===== src/rtl/edo_oe_pkg.sv =====
// Package: shared strobe type for the EDO output-enable controller.
// Assumes all strobes are already synchronised to the reference clock.
package edo_oe_pkg;

    // Strobes in asserted (active-high) form: 1 means the pin is low.
    typedef struct packed {
        logic row;
        logic col;
        logic wr;
        logic oe;
    } strobe_t;

    // Turn active-low pin levels into the asserted form.
    function automatic strobe_t to_asserted(input logic ras_n, input logic cas_n,
                                            input logic we_n, input logic oe_n);
        strobe_t s;
        s.row = ~ras_n;
        s.col = ~cas_n;
        s.wr  = ~we_n;
        s.oe  = ~oe_n;
        return s;
    endfunction

endpackage


===== src/rtl/edo_strobe_edge.sv =====
// Column-strobe edge finder and idle detector.
// Produces the column assert/release events by comparing each sample with
// the previous one. Idle means the row and column strobes are both released.
module edo_strobe_edge
    import edo_oe_pkg::*;
(
    input  logic    clk,
    input  logic    rst_n,
    input  strobe_t strb,
    output logic    col_start,
    output logic    col_end,
    output logic    idle
);

    logic col_prev;

    // Remember the previous column-strobe level (released after reset).
    always_ff @(posedge clk) begin
        if (!rst_n) col_prev <= 1'b0;
        else        col_prev <= strb.col;
    end

    // Decode edges and the idle condition.
    always_comb begin
        col_start = strb.col & ~col_prev;
        col_end   = ~strb.col & col_prev;
        idle      = ~strb.row & ~strb.col;
    end

endmodule


===== src/rtl/edo_cycle_track.sv =====
// Access-type tracker.
// At each column-strobe fall it records whether the access reads or writes.
// The record is kept until the next fall, or until idle clears it.
// Exposes both next-state and registered values.
module edo_cycle_track
    import edo_oe_pkg::*;
(
    input  logic    clk,
    input  logic    rst_n,
    input  strobe_t strb,
    input  logic    col_start,
    input  logic    idle,
    output logic    rd_valid_nx,
    output logic    wr_cyc_nx,
    output logic    rd_valid_q,
    output logic    wr_cyc_q
);

    // Next access type from the current strobes.
    always_comb begin
        rd_valid_nx = rd_valid_q;
        wr_cyc_nx   = wr_cyc_q;
        if (idle) begin
            rd_valid_nx = 1'b0;
            wr_cyc_nx   = 1'b0;
        end else if (col_start) begin
            wr_cyc_nx   = strb.wr;
            rd_valid_nx = strb.row & ~strb.wr;
        end
    end

    // Register the access type.
    always_ff @(posedge clk) begin
        if (!rst_n) begin
            rd_valid_q <= 1'b0;
            wr_cyc_q   <= 1'b0;
        end else begin
            rd_valid_q <= rd_valid_nx;
            wr_cyc_q   <= wr_cyc_nx;
        end
    end

endmodule


===== src/rtl/edo_hiz_latch.sv =====
// Sticky high-impedance latch.
// Counts consecutive column-high clocks with output-enable released.
// A run that starts at the column release must last HOLD_CYC more clocks;
// a run that starts later must last PULSE_CYC clocks. Either arms the latch.
// The latch is released at a column-strobe fall or at idle.
// Assumes HOLD_CYC >= 0 and PULSE_CYC >= 1.
module edo_hiz_latch
    import edo_oe_pkg::*;
#(
    parameter int HOLD_CYC  = 2,
    parameter int PULSE_CYC = 3
) (
    input  logic    clk,
    input  logic    rst_n,
    input  strobe_t strb,
    input  logic    col_start,
    input  logic    col_end,
    input  logic    idle,
    output logic    sticky_nx,
    output logic    sticky_q
);

    localparam int RISE_LIM = HOLD_CYC + 1;
    localparam int MAX_LIM  = (RISE_LIM > PULSE_CYC) ? RISE_LIM : PULSE_CYC;
    localparam int CNT_W    = $clog2(MAX_LIM + 2);
    localparam logic [CNT_W-1:0] RISE_LIM_C  = CNT_W'(RISE_LIM);
    localparam logic [CNT_W-1:0] PULSE_LIM_C = CNT_W'(PULSE_CYC);
    localparam logic [CNT_W-1:0] MAX_LIM_C   = CNT_W'(MAX_LIM);

    logic [CNT_W-1:0] run_q, run_nx;
    logic             from_end_q, from_end_nx;

    // Next run length, run origin and latch state.
    always_comb begin
        run_nx      = run_q;
        from_end_nx = from_end_q;
        sticky_nx   = sticky_q;
        if (idle) begin
            run_nx      = '0;
            from_end_nx = 1'b0;
            sticky_nx   = 1'b0;
        end else if (col_start) begin
            run_nx      = '0;
            from_end_nx = 1'b0;
            sticky_nx   = 1'b0;
        end else if (!strb.col && !strb.oe) begin
            if (col_end) begin
                run_nx      = CNT_W'(1);
                from_end_nx = 1'b1;
            end else if (run_q == '0) begin
                run_nx      = CNT_W'(1);
                from_end_nx = 1'b0;
            end else if (run_q < MAX_LIM_C) begin
                run_nx = run_q + CNT_W'(1);
            end
            if ((from_end_nx && run_nx >= RISE_LIM_C) ||
                (!from_end_nx && run_nx >= PULSE_LIM_C))
                sticky_nx = 1'b1;
        end else begin
            run_nx      = '0;
            from_end_nx = 1'b0;
        end
    end

    // Register run counter, origin flag and latch.
    always_ff @(posedge clk) begin
        if (!rst_n) begin
            run_q      <= '0;
            from_end_q <= 1'b0;
            sticky_q   <= 1'b0;
        end else begin
            run_q      <= run_nx;
            from_end_q <= from_end_nx;
            sticky_q   <= sticky_nx;
        end
    end

endmodule


===== src/rtl/edo_oe_ctrl.sv =====
// EDO output-enable controller (top).
// Combines edge detection, access tracking and the sticky latch into
// registered driver-enable and data-hold outputs, one clock behind the
// sampled strobes. Assumes the strobes are synchronised to clk.
module edo_oe_ctrl #(
    parameter int HOLD_CYC  = 2,
    parameter int PULSE_CYC = 3
) (
    input  logic clk,
    input  logic rst_n,
    input  logic ras_n,
    input  logic cas_n,
    input  logic we_n,
    input  logic oe_n,
    output logic dq_oe,
    output logic dout_hold
);

    import edo_oe_pkg::*;

    strobe_t strb;
    logic    col_start, col_end, idle;
    logic    rd_valid_nx, wr_cyc_nx, rd_valid_q, wr_cyc_q;
    logic    hiz_sticky_nx, hiz_sticky;
    logic    drive_nx, hold_nx;

    // Convert pins to asserted form.
    always_comb strb = to_asserted(ras_n, cas_n, we_n, oe_n);

    edo_strobe_edge u_edge (
        .clk       (clk),
        .rst_n     (rst_n),
        .strb      (strb),
        .col_start (col_start),
        .col_end   (col_end),
        .idle      (idle)
    );

    edo_cycle_track u_track (
        .clk         (clk),
        .rst_n       (rst_n),
        .strb        (strb),
        .col_start   (col_start),
        .idle        (idle),
        .rd_valid_nx (rd_valid_nx),
        .wr_cyc_nx   (wr_cyc_nx),
        .rd_valid_q  (rd_valid_q),
        .wr_cyc_q    (wr_cyc_q)
    );

    edo_hiz_latch #(
        .HOLD_CYC  (HOLD_CYC),
        .PULSE_CYC (PULSE_CYC)
    ) u_latch (
        .clk       (clk),
        .rst_n     (rst_n),
        .strb      (strb),
        .col_start (col_start),
        .col_end   (col_end),
        .idle      (idle),
        .sticky_nx (hiz_sticky_nx),
        .sticky_q  (hiz_sticky)
    );

    // Decide the next driver enable and data-register hold.
    always_comb begin
        drive_nx = rd_valid_nx & ~wr_cyc_nx & ~hiz_sticky_nx
                 & strb.oe & ~strb.wr & (strb.row | ~strb.col);
        hold_nx  = ~(strb.row & strb.col & rd_valid_nx & ~wr_cyc_nx);
    end

    // Register the outputs.
    always_ff @(posedge clk) begin
        if (!rst_n) begin
            dq_oe     <= 1'b0;
            dout_hold <= 1'b1;
        end else begin
            dq_oe     <= drive_nx;
            dout_hold <= hold_nx;
        end
    end

endmodule


===== config.mk =====
export PLATFORM = sky130hd
export DESIGN_NAME = edo_oe_ctrl
export DESIGN_NICKNAME = d
export VERILOG_FILES = /design/src/rtl/edo_oe_pkg.sv /design/src/rtl/edo_strobe_edge.sv /design/src/rtl/edo_cycle_track.sv /design/src/rtl/edo_hiz_latch.sv /design/src/rtl/edo_oe_ctrl.sv
export SDC_FILE = /design/constraint.sdc
export NUM_CORES = 1
export LEC_CHECK = 0
export BUFFER_PORTS_ARGS = -buffer_cell sky130_fd_sc_hd__buf_2
export CAP_MARGIN = 20
export CORE_AREA = 5 5 42 44
export DETAILED_ROUTE_END_ITERATION = 6
export DIE_AREA = 0 0 47 49
export SLEW_MARGIN = 20
export SYNTH_ARGS = -nofsm -noshare
export SYNTH_HDL_FRONTEND = slang
export SYNTH_SLANG_ARGS = --single-unit

===== constraint.sdc =====
create_clock -name clk -period 3.5 [get_ports clk]
set_clock_uncertainty 0.1 [all_clocks]
set_input_delay 0.35 -clock clk [delete_from_list [all_inputs] [get_ports clk]]
set_output_delay 0.35 -clock clk [all_outputs]
set_load 0.02 [all_outputs]

* Yosys cells after proc, flatten, opt, wreduce, memory -nomap -nowiden
Cells that the tools add are included.
** Storage, ports and cells
- Flip-flop bits (word level) :: 10
- Bits of input ports :: 6
- Output and inout bits :: 2
- Logic and storage cells :: 60
** Operators by class
- $add $sub $neg :: 1
- $lt $le $gt $ge :: 2
- Mux-type cells :: 19
- Bitwise gates (word level) :: 23
- Reduce and logical (&&, ||, !) cells :: 7
** Operators by type and width (number)
- $mux W3 :: 6
- $mux W1 :: 13
- $and A1 B1 Y1 :: 12
- $not A1 Y1 :: 10
- $reduce_or A4 Y1 :: 1
- $add A3 B1 Y3 const B :: 1
- $ge A3 B2 Y1 const B :: 1
- $logic_and A1 B1 Y1 :: 3
- $logic_not A3 Y1 :: 1
- $lt A3 B2 Y1 const B :: 1
- $logic_not A1 Y1 :: 1
- $logic_or A1 B1 Y1 :: 1
- $or A1 B1 Y1 :: 1

* Logic depth before layout (Yosys ltp)
Gate-level depths: netlist of the first run.
- Depth in word-level cells :: 19
- Gate-level depth with buffers :: 6
- Depth with buffers taken out :: 6

* Cells and area by module
Synthesis of the first run repeated with hierarchy kept, for this count alone.
** Second synthesis, totals
- Cells, all modules :: 58
- Area, all modules :: 469.2 um2
** Modules (own cells, without submodules)
- edo_hiz_latch :: times used 1, cells each 32, area an instance 244.0 um2, seq. area each 80.1 um2
- edo_oe_ctrl :: times used 1, cells each 11, area an instance 92.6 um2, seq. area each 40.0 um2
- edo_cycle_track :: times used 1, cells each 10, area an instance 87.6 um2, seq. area each 40.0 um2
- edo_strobe_edge :: times used 1, cells each 5, area an instance 45.0 um2, seq. area each 20.0 um2

* Worst setup path before layout of the first run
Ideal clock, no wire load.
- Path type :: reg-to-reg
- From :: register u_edge.col_prev
- To :: register dq_oe
- Library setup time :: 64 ps
- Data arrival time :: 1223 ps
- Data required time :: 3336 ps
- Path slack :: 2113 ps
- Stages on the path, launching flop included :: 6
- Buffers on the path :: 1
- Period minus slack after synthesis :: 1387 ps
- Cells stage by stage :: dfxtp_1 buf_6 or3b_4 a221oi_4 nand4b_1 nor2_1
** Between the ends
- Cells in the longest elaborated chain, start to end :: 17
- Elaborated cells between the ends (all ways) :: 31
- Classes of those cells :: order compare (1); mux (16); bitwise (10); reduce/logical (4)
** RTL lines
- start, declared :: RTL line edo_strobe_edge.sv:15 : logic col_prev;
- start signal, assigned :: RTL line edo_strobe_edge.sv:20 : else col_prev <= strb.col;
- $and A1 B1 Y1 :: RTL line edo_strobe_edge.sv:26 : col_end = ~strb.col & col_prev;
- $mux W3 or $mux W1 (tied branches) :: RTL line edo_hiz_latch.sv:47 : if (col_end) begin
- $mux W3 or $mux W1 (tied branches) :: RTL line edo_hiz_latch.sv:46 : end else if (!strb.col && !strb.oe) begin
- $mux W3 or $mux W1 (tied branches) :: RTL line edo_hiz_latch.sv:42 : end else if (col_start) begin
- $mux W3 or $mux W1 (tied branches) :: RTL line edo_hiz_latch.sv:38 : if (idle) begin
- $ge A3 B2 Y1 or $logic_not A1 Y1 (tied branches) :: RTL line edo_hiz_latch.sv:56, edo_hiz_latch.sv:57
- $logic_and A1 B1 Y1 (on tied branches) :: RTL line edo_hiz_latch.sv:56, edo_hiz_latch.sv:57
- $logic_or A1 B1 Y1 :: RTL line edo_hiz_latch.sv:56 : if ((from_end_nx && run_nx >= RISE_LIM_C) ||
- $mux W1 :: RTL line edo_hiz_latch.sv:56
- $mux W1 :: RTL line edo_hiz_latch.sv:46
- $mux W1 :: RTL line edo_hiz_latch.sv:42
- $mux W1 :: RTL line edo_hiz_latch.sv:38
- $not A1 Y1 :: RTL line edo_oe_ctrl.sv:67 : drive_nx = rd_valid_nx & ~wr_cyc_nx & ~hiz_sticky_nx
- $and A1 B1 Y1 (*) :: RTL line edo_oe_ctrl.sv:67
- $and A1 B1 Y1 (*) (3 in a row) :: RTL line edo_oe_ctrl.sv:68 : & strb.oe & ~strb.wr & (strb.row | ~strb.col);
- end signal, assigned :: RTL line edo_oe_ctrl.sv:78 : dq_oe <= drive_nx;
- end, declared :: RTL line edo_oe_ctrl.sv:15 : output logic dq_oe,
Mark *: on every way between the ends. The rest lies on a longest branch, timed or not. The select of a mux whose other input is x is not followed.
A chain may end at the register's enable or synchronous reset.

* Worst setup path after layout of the first run
Same ends and word-level chain as after synthesis.

==> qor.yml, run 1 <==
cts_tree: "built"
crit_path_end: "dq_oe"
hp-class: "primary input to flop"
pwr-share-seq: 0.523
totalWireLength_um: 794
rows: 14
io_pins: 8
ys_ff_latch: 9
ir_drop_mv: 0.192
pwr-share-clk: 0.382
finalHoldViolations: 0
start_kind: "flop"
cts_sinks: 9
core_area_mm2: 0.00140
timing.final.crit_share: 0.410
max_freq_mhz: 696
synth_area_leaders: "dfxtp_1 38%, a221oi_4 5.6%, a21oi_1 5.3%"
die-area_mm2: 0.00230
die_w_um: 47
p_per_area_mw_per_mm2: 384
num_vias: 382
yosysSeqAreaShare: 0.384
multi_input_area_um2: 258
r2r_slack_ps: 2060
overflow: 0
grt_max_degree: 14
critPathBufInv: 0
routedWlPerCell_um: 10.3
drtAntennaViolNets: 0
drive_above_1_share: 0.213
setup_viol: 0
pre_cts_ws_ps: 1990
r2r_cells: 4
drt_iter0_markers: 4
detailed_place_hpwl_um: 587
seq_area_um2: 180
r2r-end: "dq_oe"
syn_nets: 60
rsz0062_at_grt: "false"
drc: 0
port_buffers: 7
crit_family: "simple AND/OR/NAND/NOR gates"
maxSlewViolCount: 0
cts-root-buf: "clkbuf_4"
avgSynthCellArea_um2: 9.02
required_ps: 3590
path_cells: "or3b_4 > a221oi_4 > nand4b_1 > nor2_1"
swShare: 0.232
die_h_um: 49
fin_crit_ps: 1440
dr.pass1.iters: 2
syn_inst: 52
antenna_found_initial: 0
cts.repair.resized: 0
synth_cell_types: 23
grt_usage: 0.0812
worstPathArrival_ps: 1530
worst_pin_slew_ps: 264
cts_buffers: 3
p_leak_nw: 0.210
post-cts-setup-buffers: 0
hold_buffers: 0
crit_slowest_cell: "or3b_4"
gp_congestion: 0.741
intPower_w: 0.000158
yosysTopAreaCellShare: 0.384
max_slew_margin: 0.823
viasPerCell: 4.96
worst_slack_ps: 2060
crit_fanout: 8
outcome: "finished clean"
htree_num_levels: 1
grt_pass1_wl_mm: 1.33
insertion_delay_ps: 260
cpPeakStageDelay_ps: 430
timing.rr.start: "u_edge.col_prev"
switchingPower_w: 0.0000475
fin_setup_tns_ps: 0
grt_pass1_vias: 337
cp-end-kind: "flop"
final_core_util: 0.381
maxCapViolCount: 0
diodes: 0
initial_core_util: 0.335
cp.depth: 4
yosysTopAreaCell: "dfxtp_1"
fill_cells: 149
clkTransAtPathRegs_ps: 60
clk_path_buf_depth: 2
nets: 70
pwr-share-comb: 0.095
path_class: "flop to flop"
synth_warnings: 0
syn_area_um2: 469
fin_hold_ws_ps: 245
area_growth_syn_to_layout_pct: 13.9
startpoint: "u_edge.col_prev"
metal layers:
| layer | vias up | GRT usage | part of all wire |
|---|---|---|---|
| met5 | - | 0 | 0 |
| met4 | 0 | 0.0553 | 0.023 |
| met3 | 4 | 0.0443 | 0.076 |
| met2 | 8 | 0.104 | 0.41 |
| met1 | 171 | 0.0998 | 0.49 |
| li1 | 199 | - | - |
cell families after synthesis:
family                     share of synthesized area
and+or+nand+nor                                0.232
DFF                                            0.384
AOI/OAI and AO/OA                              0.219
adders and majority gates                     0.0533
buffers and inverters                         0.0666
muxes                                         0.0453
through the flow:
stage	std cells	cell area, um2	total power [W]
floorplan	52	469	0.000123
global placement	73	508	0.000129
detailed placement	73	508	0.000129
CTS	77	534	0.000209
global route	77	534	0.000218
finish	77	534	0.000205
state kept, by name, summed over array words and instances, names as in the netlist:
signal	count
u_latch.run_q	3
dq_oe	1
u_track.rd_valid_q	1
u_latch.sticky_q	1
u_track.wr_cyc_q	1
u_edge.col_prev	1
dout_hold	1
how the worst min path moves through the flow:
stage,from,endpoint,cells past startpoint
after CTS,rst_n,u_track.wr_cyc_q,2
after global routing,rst_n,u_track.wr_cyc_q,2
after global placement,u_track.wr_cyc_q,dout_hold,2
final,rst_n,u_track.wr_cyc_q,2
after floorplan,ras_n,dout_hold,2
after detailed placement,u_track.wr_cyc_q,dout_hold,2
cells in the mapped netlist:
| library cell | count |
|---|---|
| a211oi_1 | 1 |
| a21boi_0 | 1 |
| a21oi_1 | 5 |
| a221oi_4 | 1 |
| a41oi_1 | 1 |
| and2_1 | 1 |
| and3b_1 | 1 |
| buf_2 | 1 |
| buf_6 | 1 |
| dfxtp_1 | 9 |
| ha_1 | 2 |
| inv_1 | 4 |
| mux2_2 | 1 |
| mux2i_1 | 1 |
| nand2_1 | 2 |
| nand2b_1 | 4 |
| nand3_1 | 1 |
| nand4b_1 | 2 |
| nor2_1 | 6 |
| nor3_1 | 1 |
| o21a_1 | 1 |
| o21ai_0 | 4 |
| or3b_4 | 1 |
power by group through the flow:
stage | Sequential (W) | Clock [W] | Combinational, W
3_5_place_dp | 0.000110 | 0 | 0.0000195
3_3_place_gp | 0.000110 | 0 | 0.0000198
2_1_floorplan | 0.000109 | 0 | 0.0000143
4_1_cts | 0.000107 | 0.0000820 | 0.0000196
6_report | 0.000107 | 0.0000784 | 0.0000195
5_1_grt | 0.000108 | 0.0000880 | 0.0000220
final cells by class:
cell class / count / area share
Multi-Input combinational cell: 37 / 0.482
Sequential cell: 9 / 0.337
Clock buffer: 4 / 0.0492
Inverter: 4 / 0.0281
Timing Repair Buffer: 7 / 0.0656
Tap cell: 16 / 0.0375
cells in the final DEF, fill, tap and decap left out:
cell type	count
dfxtp_1	9
buf_2	7
nor2_1	6
a21oi_1	5
inv_1	4
o21ai_0	4
nand2b_1	4
clkbuf_4	3
nand2_1	2
nand4b_1	2
ha_1	2
nor3_1	1
a41oi_1	1
a211oi_1	1
mux2_2	1
or3b_4	1
a221oi_4	1
and3b_1	1
o21a_1	1
a21boi_0	1
and2_1	1
mux2i_1	1
nand3_1	1
clkbuf_1	1
Note: power is estimated with default switching activity, not from simulation.
==> inputs of run 2 (changes only) <==
- clock period: 3.5 -> 1.2 ns (I/O delays scaled with it)
==> run 2 against run 1 <==
The flow now finishes with violations (setup timing). Via count rose by 15%. Cell count rose by 10%. Total power rose to 3.1 times the previous value. Critical path depth did not move. Sequential cell count did not move. Highest routed layer unchanged.
==> qor.yml, run 2 (synthesized netlist as in run 1, its figures left out) <==
p_leak_nw: 0.263
area_growth_syn_to_layout_pct: 45.1
p_per_area_mw_per_mm2: 940
crit_slowest_cell: "or3b_4"
drc: 0
maxCapViolCount: 0
grt_pass1_wl_mm: 1.79
dp_cells: 80
grt_pass1_vias: 418
port_buffers: 7
setup_viol: 3
drt_iter0_markers: 12
grt_usage: 0.114
clkTransAtPathRegs_ps: 70
path_class: "flop to flop"
insertion_delay_ps: 270
cts_buffers: 3
worst_slack_ps: -195
routedWlPerCell_um: 13.4
required_ps: 1300
die_w_um: 47
ir_drop_mv: 0.553
hp-class: "primary input to flop"
cts-root-buf: "clkbuf_4"
initial_core_util: 0.335
rsz0062_at_grt: "true"
htree_num_levels: 1
nets: 78
layout_common_cells: "7 x buf_2, 6 x nor2_1, 6 x dfxtp_1, 6 x buf_4, 4 x a21oi_1"
grt_max_degree: 14
crit_path_end: "dq_oe"
start_kind: "flop"
max_freq_mhz: 717
totalWireLength_mm: 1.14
fill_cells: 138
postLayoutCellArea_um2: 681
worst_pin_slew_ps: 256
crit_fanout: 3
dpl-instance-area_um2: 563
die_h_um: 49
maxSlewViolCount: 0
r2r_slack_ps: -190
fin_hold_ws_ps: 9.01
startpoint: "u_edge.col_prev"
num_vias: 439
fin_cells: 85
violations: "setup timing"
final_core_util: 0.486
path_cells: "or3b_4 > a221oi_4 > nand4b_1 > nor2_1"
antenna_found_initial: 0
gp_congestion: 0.777
power_w: 0.000640
fin_crit_ps: 1390
drtAntennaViolNets: 0
cp-end-kind: "flop"
detailed_place_hpwl_um: 755
diodes: 0
outcome: "finished with violations"
timing.final.crit_share: 1.16
max_slew_margin: 0.828
finalHoldViolations: 0
top_register: "u_latch.run_q"
cts_sinks: 9
cpPeakStageDelay_ps: 400
worstPathArrival_ps: 1500
drive_above_1_share: 0.507
r2r_cells: 4
timing.rr.start: "u_edge.col_prev"
overflow: 0
dr.pass1.iters: 4
viasPerCell: 5.16
clk_path_buf_depth: 2
r2r-end: "dq_oe"
io_pins: 8
layout_commonest_cell: "buf_2"
largest_register_ffs: 3
rows: 14
core_area_mm2: 0.00140
cts_tree: "built"
die-area_mm2: 0.00230
## run 2: worst min path at each step
stage	end	depth (start not counted)	start	slack (ps)
2_1_floorplan	u_track.rd_valid_q	1	cas_n	120
3_3_place_gp	u_latch.sticky_q	2	rst_n	280
3_5_place_dp	u_track.wr_cyc_q	2	rst_n	290
4_1_cts	u_latch.sticky_q	2	rst_n	10
5_1_grt	u_track.wr_cyc_q	2	rst_n	20
6_report	u_latch.sticky_q	2	rst_n	9
## run 2: layout make-up
class | count | area [um2] | area share
Multi-Input combinational cell | 37 | 333 | 0.489
Sequential cell | 9 | 184 | 0.270
Timing Repair Buffer | 15 | 103 | 0.151
Clock buffer | 4 | 26.3 | 0.0386
Tap cell | 16 | 20.0 | 0.0294
Inverter | 4 | 15.0 | 0.0221
## run 2: routing by layer
metal,vias to the layer above,track usage,routed length [um]
li1,215,-,-
met1,210,0.127,460
met2,10,0.174,581
met3,4,0.0443,64
met4,0,0.0691,30
met5,-,0,0
## run 2: worst max-delay path, delay by kind of cell, from the launching register on
family,cells,cell delay [ps]
AO/OA/AOI/OAI,1,270
flip-flops,1,320
AND/OR/NAND/NOR,3,640
## run 2: repair_timing
action / 4_1_cts / 5_1_grt
gates resized for setup: 16 / 3
buffers inserted: 1 / 0
pin swaps: 5 / 3
hold buffers: 0 / 0
setup endpoints to repair: 6 / 7
## run 2: through the flow
step / setup WS [ps] / TNS, ps
floorplan: -186 / -425
global placement: -183 / -600
detailed placement: -177 / -718
CTS: -196 / -349
global route: -264 / -612
finish: -195 / -365
## run 2: power breakdown
group          switching [W]  internal, W
clock network       0.000119     0.000129
logic              0.0000440    0.0000376
registers         0.00000385     0.000307
